[config.mk]
export PLATFORM = sky130hd
export DESIGN_NAME = cursor_overlay
export DESIGN_NICKNAME = d
export VERILOG_FILES = /design/src/rtl/cursor_ovl_pkg.sv /design/src/rtl/cursor_window.sv /design/src/rtl/cursor_pixel_mux.sv /design/src/rtl/cursor_overlay.sv
export SDC_FILE = /design/constraint.sdc
export NUM_CORES = 1
export LEC_CHECK = 0
export BUFFER_PORTS_ARGS = -buffer_cell sky130_fd_sc_hd__buf_2
export CAP_MARGIN = 20
export CORE_MARGIN = 2
export CORE_UTILIZATION = 59
export DETAILED_ROUTE_END_ITERATION = 12
export PLACE_DENSITY_LB_ADDON = 0.2
export REMOVE_ABC_BUFFERS = 1
export SYNTH_ARGS = -nofsm -noshare
export SYNTH_HDL_FRONTEND = slang
export SYNTH_SLANG_ARGS = --single-unit
export TNS_END_PERCENT = 30
[constraint.sdc]
create_clock -name clk -period 10 [get_ports clk]
set_input_delay 1 -clock clk [delete_from_list [all_inputs] [get_ports clk]]
set_output_delay 1 -clock clk [all_outputs]
set_load 0.02 [all_outputs]
[src/rtl/cursor_ovl_pkg.sv]
package cursor_ovl_pkg;

    localparam int MAP_DW     = 16;   // map RAM word width
    localparam int WIN        = 64;   // cursor side in pixels
    localparam int GRP        = 16;   // screen pixels served by one word group
    localparam int LEAD       = 4;    // columns of prefetch lead ahead of a group
    localparam int ROW_WORDS  = 8;    // map words per cursor row
    localparam int OFS_W      = 9;    // word offset bits inside a 1 KiB image

    typedef enum logic [1:0] {
        RD_NONE,
        RD_PLANE_A,
        RD_PLANE_B,
        RD_PACKED
    } rd_kind_e;

    // spread a byte of map bits so each one covers two adjacent pixels
    function automatic logic [MAP_DW-1:0] widen_byte(input logic [7:0] b);
        logic [MAP_DW-1:0] r;
        for (int i = 0; i < 8; i++) begin
            r[2*i]   = b[i];
            r[2*i+1] = b[i];
        end
        return r;
    endfunction

endpackage

[src/rtl/cursor_window.sv]
module cursor_window #(
    parameter int COORD_W = 12
) (
    input  logic [COORD_W-1:0] rx,
    input  logic [COORD_W-1:0] ry,
    input  logic [COORD_W-1:0] cx,
    input  logic [COORD_W-1:0] cy,
    input  logic               wide,
    output logic               hit,
    output logic               row_ok,
    output logic [5:0]         col,
    output logic [5:0]         row,
    output logic               fetch_ok,
    output logic [1:0]         fetch_grp,
    output logic [3:0]         fetch_phase
);
    import cursor_ovl_pkg::*;

    localparam int DW = COORD_W + 1;

    logic [COORD_W-1:0] start_x;
    logic [DW-1:0]      dx, dy, lead;

    always_comb begin
        start_x     = wide ? (cx >> 1) : cx;
        dx          = {1'b0, rx} - {1'b0, start_x};
        dy          = {1'b0, ry} - {1'b0, cy};
        lead        = dx + DW'(LEAD);
        row_ok      = dy < DW'(WIN);
        hit         = row_ok && (dx < DW'(WIN));
        col         = dx[5:0];
        row         = dy[5:0];
        fetch_ok    = row_ok && (lead < DW'(WIN));
        fetch_grp   = lead[5:4];
        fetch_phase = lead[3:0];
    end

endmodule

[src/rtl/cursor_pixel_mux.sv]
module cursor_pixel_mux #(
    parameter int PIX_W = 16
) (
    input  logic             hit,
    input  logic             a_bit,
    input  logic             b_bit,
    input  logic [PIX_W-1:0] scr,
    input  logic [PIX_W-1:0] fg,
    input  logic [PIX_W-1:0] bg,
    output logic [PIX_W-1:0] pix
);
    always_comb begin
        if (!hit)        pix = scr;
        else if (!a_bit) pix = b_bit ? fg : bg;
        else if (b_bit)  pix = ~scr;
        else             pix = scr;
    end
endmodule

[src/rtl/cursor_overlay.sv]
module cursor_overlay #(
    parameter int PIX_W   = 16,
    parameter int COORD_W = 12,
    parameter int MAP_AW  = 12
) (
    input  logic                    clk,
    input  logic                    rst_n,
    input  logic [COORD_W-1:0]      raster_x,
    input  logic [COORD_W-1:0]      raster_y,
    input  logic [PIX_W-1:0]        pix_in,
    input  logic                    cur_en,
    input  logic                    wide_mode,
    input  logic [COORD_W-1:0]      cur_x,
    input  logic [COORD_W-1:0]      cur_y,
    input  logic [PIX_W-1:0]        cur_fg,
    input  logic [PIX_W-1:0]        cur_bg,
    input  logic [MAP_AW-10:0]      map_base,
    output logic                    map_rd_en,
    output logic [MAP_AW-1:0]       map_addr,
    input  logic [15:0]             map_rdata,
    output logic [PIX_W-1:0]        pix_out
);
    import cursor_ovl_pkg::*;

    localparam int BASE_W = MAP_AW - OFS_W;

    typedef struct packed {
        logic [MAP_DW-1:0] a_nxt;
        logic [MAP_DW-1:0] b_nxt;
        logic [MAP_DW-1:0] a_cur;
        logic [MAP_DW-1:0] b_cur;
        rd_kind_e          rd_kind;
        logic              s1_hit;
        logic [3:0]        s1_pos;
        logic [PIX_W-1:0]  s1_scr;
        logic [PIX_W-1:0]  out;
    } ovl_state_t;

    ovl_state_t st_q, st_d;

    logic       hit, row_ok, fetch_ok;
    logic [5:0] col, row;
    logic [1:0] fetch_grp;
    logic [3:0] fetch_phase;
    logic [2:0] word_sel;
    logic [PIX_W-1:0] mux_pix;

    cursor_window #(.COORD_W(COORD_W)) u_win (
        .rx         (raster_x),
        .ry         (raster_y),
        .cx         (cur_x),
        .cy         (cur_y),
        .wide       (wide_mode),
        .hit        (hit),
        .row_ok     (row_ok),
        .col        (col),
        .row        (row),
        .fetch_ok   (fetch_ok),
        .fetch_grp  (fetch_grp),
        .fetch_phase(fetch_phase)
    );

    cursor_pixel_mux #(.PIX_W(PIX_W)) u_mux (
        .hit  (st_q.s1_hit),
        .a_bit(st_q.a_cur[~st_q.s1_pos]),
        .b_bit(st_q.b_cur[~st_q.s1_pos]),
        .scr  (st_q.s1_scr),
        .fg   (cur_fg),
        .bg   (cur_bg),
        .pix  (mux_pix)
    );

    always_comb begin
        st_d         = st_q;
        st_d.rd_kind = RD_NONE;
        map_rd_en    = 1'b0;
        word_sel     = '0;

        // issue reads ahead of the group that needs them
        if (fetch_ok && fetch_phase == 4'd0) begin
            map_rd_en    = 1'b1;
            word_sel     = wide_mode ? {1'b0, fetch_grp} : {fetch_grp, 1'b0};
            st_d.rd_kind = wide_mode ? RD_PACKED : RD_PLANE_A;
        end else if (fetch_ok && fetch_phase == 4'd1 && !wide_mode) begin
            map_rd_en    = 1'b1;
            word_sel     = {fetch_grp, 1'b1};
            st_d.rd_kind = RD_PLANE_B;
        end
        map_addr = {map_base[BASE_W-1:0], row, word_sel};

        // capture returning map data into the staging words
        unique case (st_q.rd_kind)
            RD_PLANE_A: st_d.a_nxt = map_rdata;
            RD_PLANE_B: st_d.b_nxt = map_rdata;
            RD_PACKED: begin
                st_d.a_nxt = widen_byte(map_rdata[15:8]);
                st_d.b_nxt = widen_byte(map_rdata[7:0]);
            end
            default: ;
        endcase

        // switch to the staged group on its first column
        if (hit && col[3:0] == 4'd0) begin
            st_d.a_cur = st_q.a_nxt;
            st_d.b_cur = st_q.b_nxt;
        end

        // stage 1 and output register
        st_d.s1_hit = cur_en && hit;
        st_d.s1_pos = col[3:0];
        st_d.s1_scr = pix_in;
        st_d.out    = mux_pix;
    end

    always_ff @(posedge clk or negedge rst_n) begin
        if (!rst_n) begin
            st_q         <= '0;
            st_q.rd_kind <= RD_NONE;
        end else begin
            st_q <= st_d;
        end
    end

    assign pix_out = st_q.out;

endmodule

# Word-level counts from Yosys, hierarchy flattened
# Cells that the tools add are included.
# W data, S select, Z words.
[op_classes]
add_sub_neg = 3
magnitude_cmp = 4
n_eq_ne = 4
n_mux = 19
bitwise = 2
reduce_logical = 12
[ops]
columns = ["operator", "count"]
rows = [
  ["$mux W16", 4],
  ["$pmux W16 S2", 2],
  ["$lt A13 B7 Y1 const B", 3],
  ["$sub A12 B12 Y13", 2],
  ["$not A16 Y16", 1],
  ["$add A13 B3 Y13 const B", 1],
  ["$mux W12", 1],
  ["$mux W3", 3],
  ["$bmux W1 S4", 2],
  ["$logic_not A4 Y1", 2],
  ["$logic_and A1 B1 Y1", 7],
  ["$mux W2", 3],
  ["$lt A4 B5 Y1 const B", 1],
  ["$eq A2 B2 Y1 const B", 2],
  ["$eq A4 B1 Y1 const B", 1],
  ["$mux W1", 4],
  ["$not A4 Y4", 1],
  ["$reduce_bool A2 Y1", 2],
  ["$eq A2 B1 Y1 const B", 1],
  ["$logic_not A1 Y1", 1],
]
[word_totals]
reg_bits = 103
in_bits = 119
out_inout_bits = 29
word_cells = 53

# Depth between registers and ports, before layout
[logic_depth]
depth_word = 9
mapped_depth = 14

# Cells and area by module
# Synthesis repeated with hierarchy kept, for this count alone.
[unflattened]
cells_unflattened = 617
area_unflattened_um2 = 6291.0
[modules_own_cells]
columns = ["module", "n_inst", "cells_per_inst", "area_each_um2", "seq_area_each_um2"]
rows = [
  ["cursor_overlay", 1, 298, 4124.0, 2577.5],
  ["cursor_window", 1, 224, 1590.3, 0.0],
  ["cursor_pixel_mux", 1, 95, 576.8, 0.0],
]

# Worst setup path before layout
# Ideal clock, no wire load.
[synth_path]
kind = "input to output"
startpoint = "input wide_mode"
endpoint = "output map_addr[1]"
arrival_ns = 4.726
required_ns = 9.000
slack_ns = 4.274
path_stages = 12
path_buffers = 2
path_cell_list = "clkbuf_1 > buf_1 > mux2i_1 > ha_1 > o21ai_1 > a21oi_1 > or4_1 > a2111oi_2 > a311oi_2 > a2111oi_0 > mux2i_1 > nor4b_1"
[synth_via]
elab_chain_len = 9
word_cells_on_any_way = 14
cone_classes = "2 x add/sub; 1 x order compare; 1 x eq/ne; 4 x mux; 6 x reduce/logical"
[synth_lines]
columns = ["item", "line", "rtl"]
rows = [
  ["from (decl)", "cursor_overlay.sv:12", "input logic wide_mode,"],
  ["$mux W12", "cursor_window.sv:25", "start_x = wide ? (cx >> 1) : cx;"],
  ["$sub A12 B12 Y13", "cursor_window.sv:26", "dx = {1'b0, rx} - {1'b0, start_x};"],
  ["$add A13 B3 Y13", "cursor_window.sv:28", "lead = dx + DW'(LEAD);"],
  ["$lt A13 B7 Y1", "cursor_window.sv:33", "fetch_ok = row_ok && (lead < DW'(WIN));"],
  ["$logic_and A1 B1 Y1", "cursor_window.sv:33", ""],
  ["$logic_and A1 B1 Y1 (2 in series)", "cursor_overlay.sv:84", "end else if (fetch_ok && fetch_phase == 4'd1 && !wide_mode) begin"],
  ["$mux W3", "cursor_overlay.sv:84", ""],
  ["$mux W3 (*)", "cursor_overlay.sv:80", "if (fetch_ok && fetch_phase == 4'd0) begin"],
  ["to (decl)", "cursor_overlay.sv:19", "output logic [MAP_AW-1:0] map_addr,"],
]
# Mark *: on every way between the ends. The rest lies on a longest branch, timed or not.

# Worst setup path in the final report
# Ends and elaborated chain as after synthesis.

==> impl_metrics.yaml <==
synthesis:
  ys_seq_elements: 103
  post_synth_edffs: 0
  syn-mean-instance-area_um2: 10.45
  synth_cell_types: 61
  synth.top_cell.area_share_pct: 42.18
  synth-seq-area-share_pct: 42.18
  async_flop_share_pct: 100.0
  postSynth.topFlopCell: "sky130_fd_sc_hd__dfrtp_1"
  synth.top_cells.by_area: "sky130_fd_sc_hd__dfrtp_1 (42%), sky130_fd_sc_hd__mux2_4 (7.4%), sky130_fd_sc_hd__mux2i_1 (7.0%)"
  synth.largest_area_cell: "sky130_fd_sc_hd__dfrtp_1"
  post_synth_inst_count: 585
  ys.warnings.count: 0
  synth.cell_area_um2: 6111
cts:
  clock_latency_ps: 370
  cts-htree-levels: 3
  cts_setup_buffers: 0
  tritoncts: "yes"
  clock_path_buffers: 2
  worst_setup_hold_path_clk_slew_ps: 90
  tritoncts.num_buffers: 9
  cts_hold_buffers: 0
  cts_resized: 0
  clock-root-buffer: "sky130_fd_sc_hd__clkbuf_8"
  cts_num_sinks: 103
critical_path:
  cp_data_required_time_ps: 9000
  criticalPathCategory: "in2out"
  timing.reg2reg.setup_slack_ps: 6830
  crit_path_end_kind: "output pin"
  biggest_fanout_along_the_worst_timing_path: 18
  r2r_start: "st_q[32]"
  max_stage_delay_ps: 410
  launching_element_type_of_the_critical_path: "input port"
  worst_r2r_endpoint: "pix_out[8]"
  timing.critical_path.cells: "buf_2 > mux2_2 > ha_1 > fa_1 > nand3b_1 > a21oi_1 > o21ai_0 > a21oi_1 > xor2_1 > nor4b_4 > mux2i_1 > nor4b_1 > buf_2"
  critPathArrivalTime_ps: 4630
  worstRegToRegCells: 6
  cp_slowest_cell: "sky130_fd_sc_hd__fa_1"
detailed_routing:
  wirelength_um: 13480
  detail_route.wl_per_cell_um: 16.11
  routed-via-count: 4739
  first_pass_iters: 5
  route.antenna.remaining_nets: 0
  detail_route.vias_per_cell: 5.662
  route.detailed.drc: 0
  detail_route.iter0.violations: 252
sta:
  final_critical_path_setup_slack_ps: 4368
  worst_slew_pin_slew_ps: 851.7
  whs_ps: 512.2
  setup_repair_after_global_routing_missed_its_margin: "no"
  clock-skew-final_ps: 7.917
  period_minus_slack_ps: 5632
  timing.max_slew.rel_slack_pct: 43.13
  final_hold_viol_count: 0
  fmax_mhz: 177.6
  totalNegativeSetupSlack_ps: 0
  setup-violations-final: 0
  number_of_pins_exceeding_their_max_slew_limit_in_the_final_report: 0
  fin_crit_sh_pct: 56.32
grt:
  globalRouteOverflowTotal: 0
  grt_max_degree: 67
  grt_antenna_before_repair: 0
  gr-usage-all-layers_pct: 24.98
  via_count_of_the_first_global_routing_pass: 4728
  global_route_wire_length_before_repair_um: 22390
layout:
  final_layout_size_suffix_gt1_share_pct: 30.39
  leading_cell_type_in_the_layout_fill_and_taps_excluded: "sky130_fd_sc_hd__buf_2"
  area_delta_synth_final_pct: 14.05
  finalCoreUtilization_pct: 68.43
  final_net_count: 843
  antenna_cells: 0
  layout.filler_cells: 797
  mostFrequentLayoutCells: "sky130_fd_sc_hd__buf_2 (140), sky130_fd_sc_hd__dfrtp_1 (103), sky130_fd_sc_hd__a21oi_1 (77)"
die:
  chipHeight_um: 105.8
  effective_utilization_at_floorplan_pct: 60.00
  fp.dieArea_um2: 11190
  io_pins: 148
  floorplan.core_area_um2: 10180
  placement_rows: 37
  fp.dieW_um: 105.8
placement:
  gp_congestion: 0.8660
  dp_worst_setup_slack_ps: 4348
  dp_hpwl_um: 9941
  io_buffer_count: 141
hold_path:
  timing.hold.worst.class: "reg2reg"
  hold_path_startpoint: "st_q[94]"
  holdPathStages: 1
  worst_hold_path.endpoint: "st_q[62]"
status:
  status: "finished, final reports clean"
power_and_ir_drop:
  power_density_nw_per_um2: 132.1
  vdd_drop_max_v: 0.00007577
  cellLeakagePower_nw: 3.388
flow_run:
  max_cap_violations: 0
-- where the power goes --
group          total [mW]  switching (mW)  leakage [nW]  internal [mW]
clock               0.271           0.136         0.106          0.136
sequential          0.438          0.0118          1.20          0.426
combinational       0.211           0.121          2.08         0.0904
total               0.920           0.268          3.39          0.652
-- metrics by stage --
step | cell area, um^2 | instances | power [mW]
floorplan | 5846 | 540 | 0.5791
global placement | 6761 | 822 | 0.6500
detailed placement | 6761 | 822 | 0.6563
CTS | 6969 | 837 | 0.9251
global route | 6969 | 837 | 0.9664
finish | 6969 | 837 | 0.9205
-- sequential cells by signal, indices dropped and copies added, names as in the netlist --
| signal | flops |
|---|---|
| pix_out | 16 |
| st_q | 87 |
-- critical path, delay by kind of cell --
| family | cells | cell delay (ps) |
|---|---|---|
| AO/OA/AOI/OAI | 3 | 740 |
| multiplexers | 2 | 640 |
| buffers and inverters | 2 | 540 |
| AND/OR/NAND/NOR | 3 | 920 |
| adder cells (fa/ha/maj) | 2 | 630 |
| XOR/XNOR | 1 | 150 |
-- how the worst max path moves through the flow --
stage                     startpoint           to  slack, ps  cells after the start
after floorplan            wide_mode  map_addr[1]       4780                     11
after global placement     wide_mode  map_addr[1]       4500                     13
after detailed placement   wide_mode  map_addr[1]       4350                     13
after CTS                  wide_mode  map_addr[1]       4350                     13
after global routing       wide_mode  map_addr[1]       4030                     13
final                      wide_mode  map_addr[1]       4370                     13
-- cell families (layout without fill, tap and decap cells) --
kind of cell,after synthesis,after routing,synth area share (%)
AOI/OAI and AO/OA,143,143,13.92
and+or+nand+nor,143,143,11.45
DFF,103,103,42.18
muxes,88,88,18.84
buffers and inverters,68,184,5.753
adders and majority gates,27,27,5.774
xor gates and xnor gates,13,13,2.088
-- layer usage --
metal | up-vias | GRT usage, % | share of wire, %
li1 | 2301 | - | -
met1 | 2277 | 32.90 | 43
met2 | 140 | 42.26 | 50
met3 | 21 | 4.329 | 4.8
met4 | 0 | 7.801 | 1.9
met5 | - | 0 | 0
-- cell usage after synthesis (2+ instances only) --
master                       n
sky130_fd_sc_hd__clkbuf_1   18
sky130_fd_sc_hd__nand2_1    19
sky130_fd_sc_hd__buf_4      19
sky130_fd_sc_hd__and3_1      2
sky130_fd_sc_hd__nand3_1     5
sky130_fd_sc_hd__o21ai_0    14
sky130_fd_sc_hd__mux2_2      6
sky130_fd_sc_hd__buf_2       2
sky130_fd_sc_hd__nor4_1      2
sky130_fd_sc_hd__nor4b_1     2
sky130_fd_sc_hd__o21a_1      5
sky130_fd_sc_hd__o31ai_1     2
sky130_fd_sc_hd__nor3b_1     2
sky130_fd_sc_hd__nand4_1     3
sky130_fd_sc_hd__ha_1       25
sky130_fd_sc_hd__o21ai_1     3
sky130_fd_sc_hd__buf_1       3
sky130_fd_sc_hd__nor2_1     75
sky130_fd_sc_hd__a21oi_1    77
sky130_fd_sc_hd__xor2_1      7
sky130_fd_sc_hd__or4_1       2
sky130_fd_sc_hd__nor3_1      6
sky130_fd_sc_hd__o31a_1      2
sky130_fd_sc_hd__a211oi_1    3
sky130_fd_sc_hd__mux2i_1    43
sky130_fd_sc_hd__or2_2       2
sky130_fd_sc_hd__nand2b_1    8
sky130_fd_sc_hd__fa_1        2
sky130_fd_sc_hd__inv_1      23
sky130_fd_sc_hd__mux4_2      9
sky130_fd_sc_hd__buf_6       3
sky130_fd_sc_hd__nor2b_1     7
sky130_fd_sc_hd__o211ai_1    3
sky130_fd_sc_hd__mux2_4     30
sky130_fd_sc_hd__dfrtp_1   103
sky130_fd_sc_hd__o22ai_1    16
sky130_fd_sc_hd__a21o_1      4
sky130_fd_sc_hd__xnor2_1     5
-- area by class of cell --
class | instances | area (um^2) | area share (%)
Clock buffer | 13 | 168.9 | 2.424
Clock inverter | 2 | 38.79 | 0.5566
Inverter | 23 | 86.33 | 1.239
Multi-Input combinational cell | 414 | 3182 | 45.66
Sequential cell | 103 | 2577 | 36.98
Tap cell | 136 | 170.2 | 2.442
Timing Repair Buffer | 146 | 745.7 | 10.70
(Power assumes the default switching activity.)
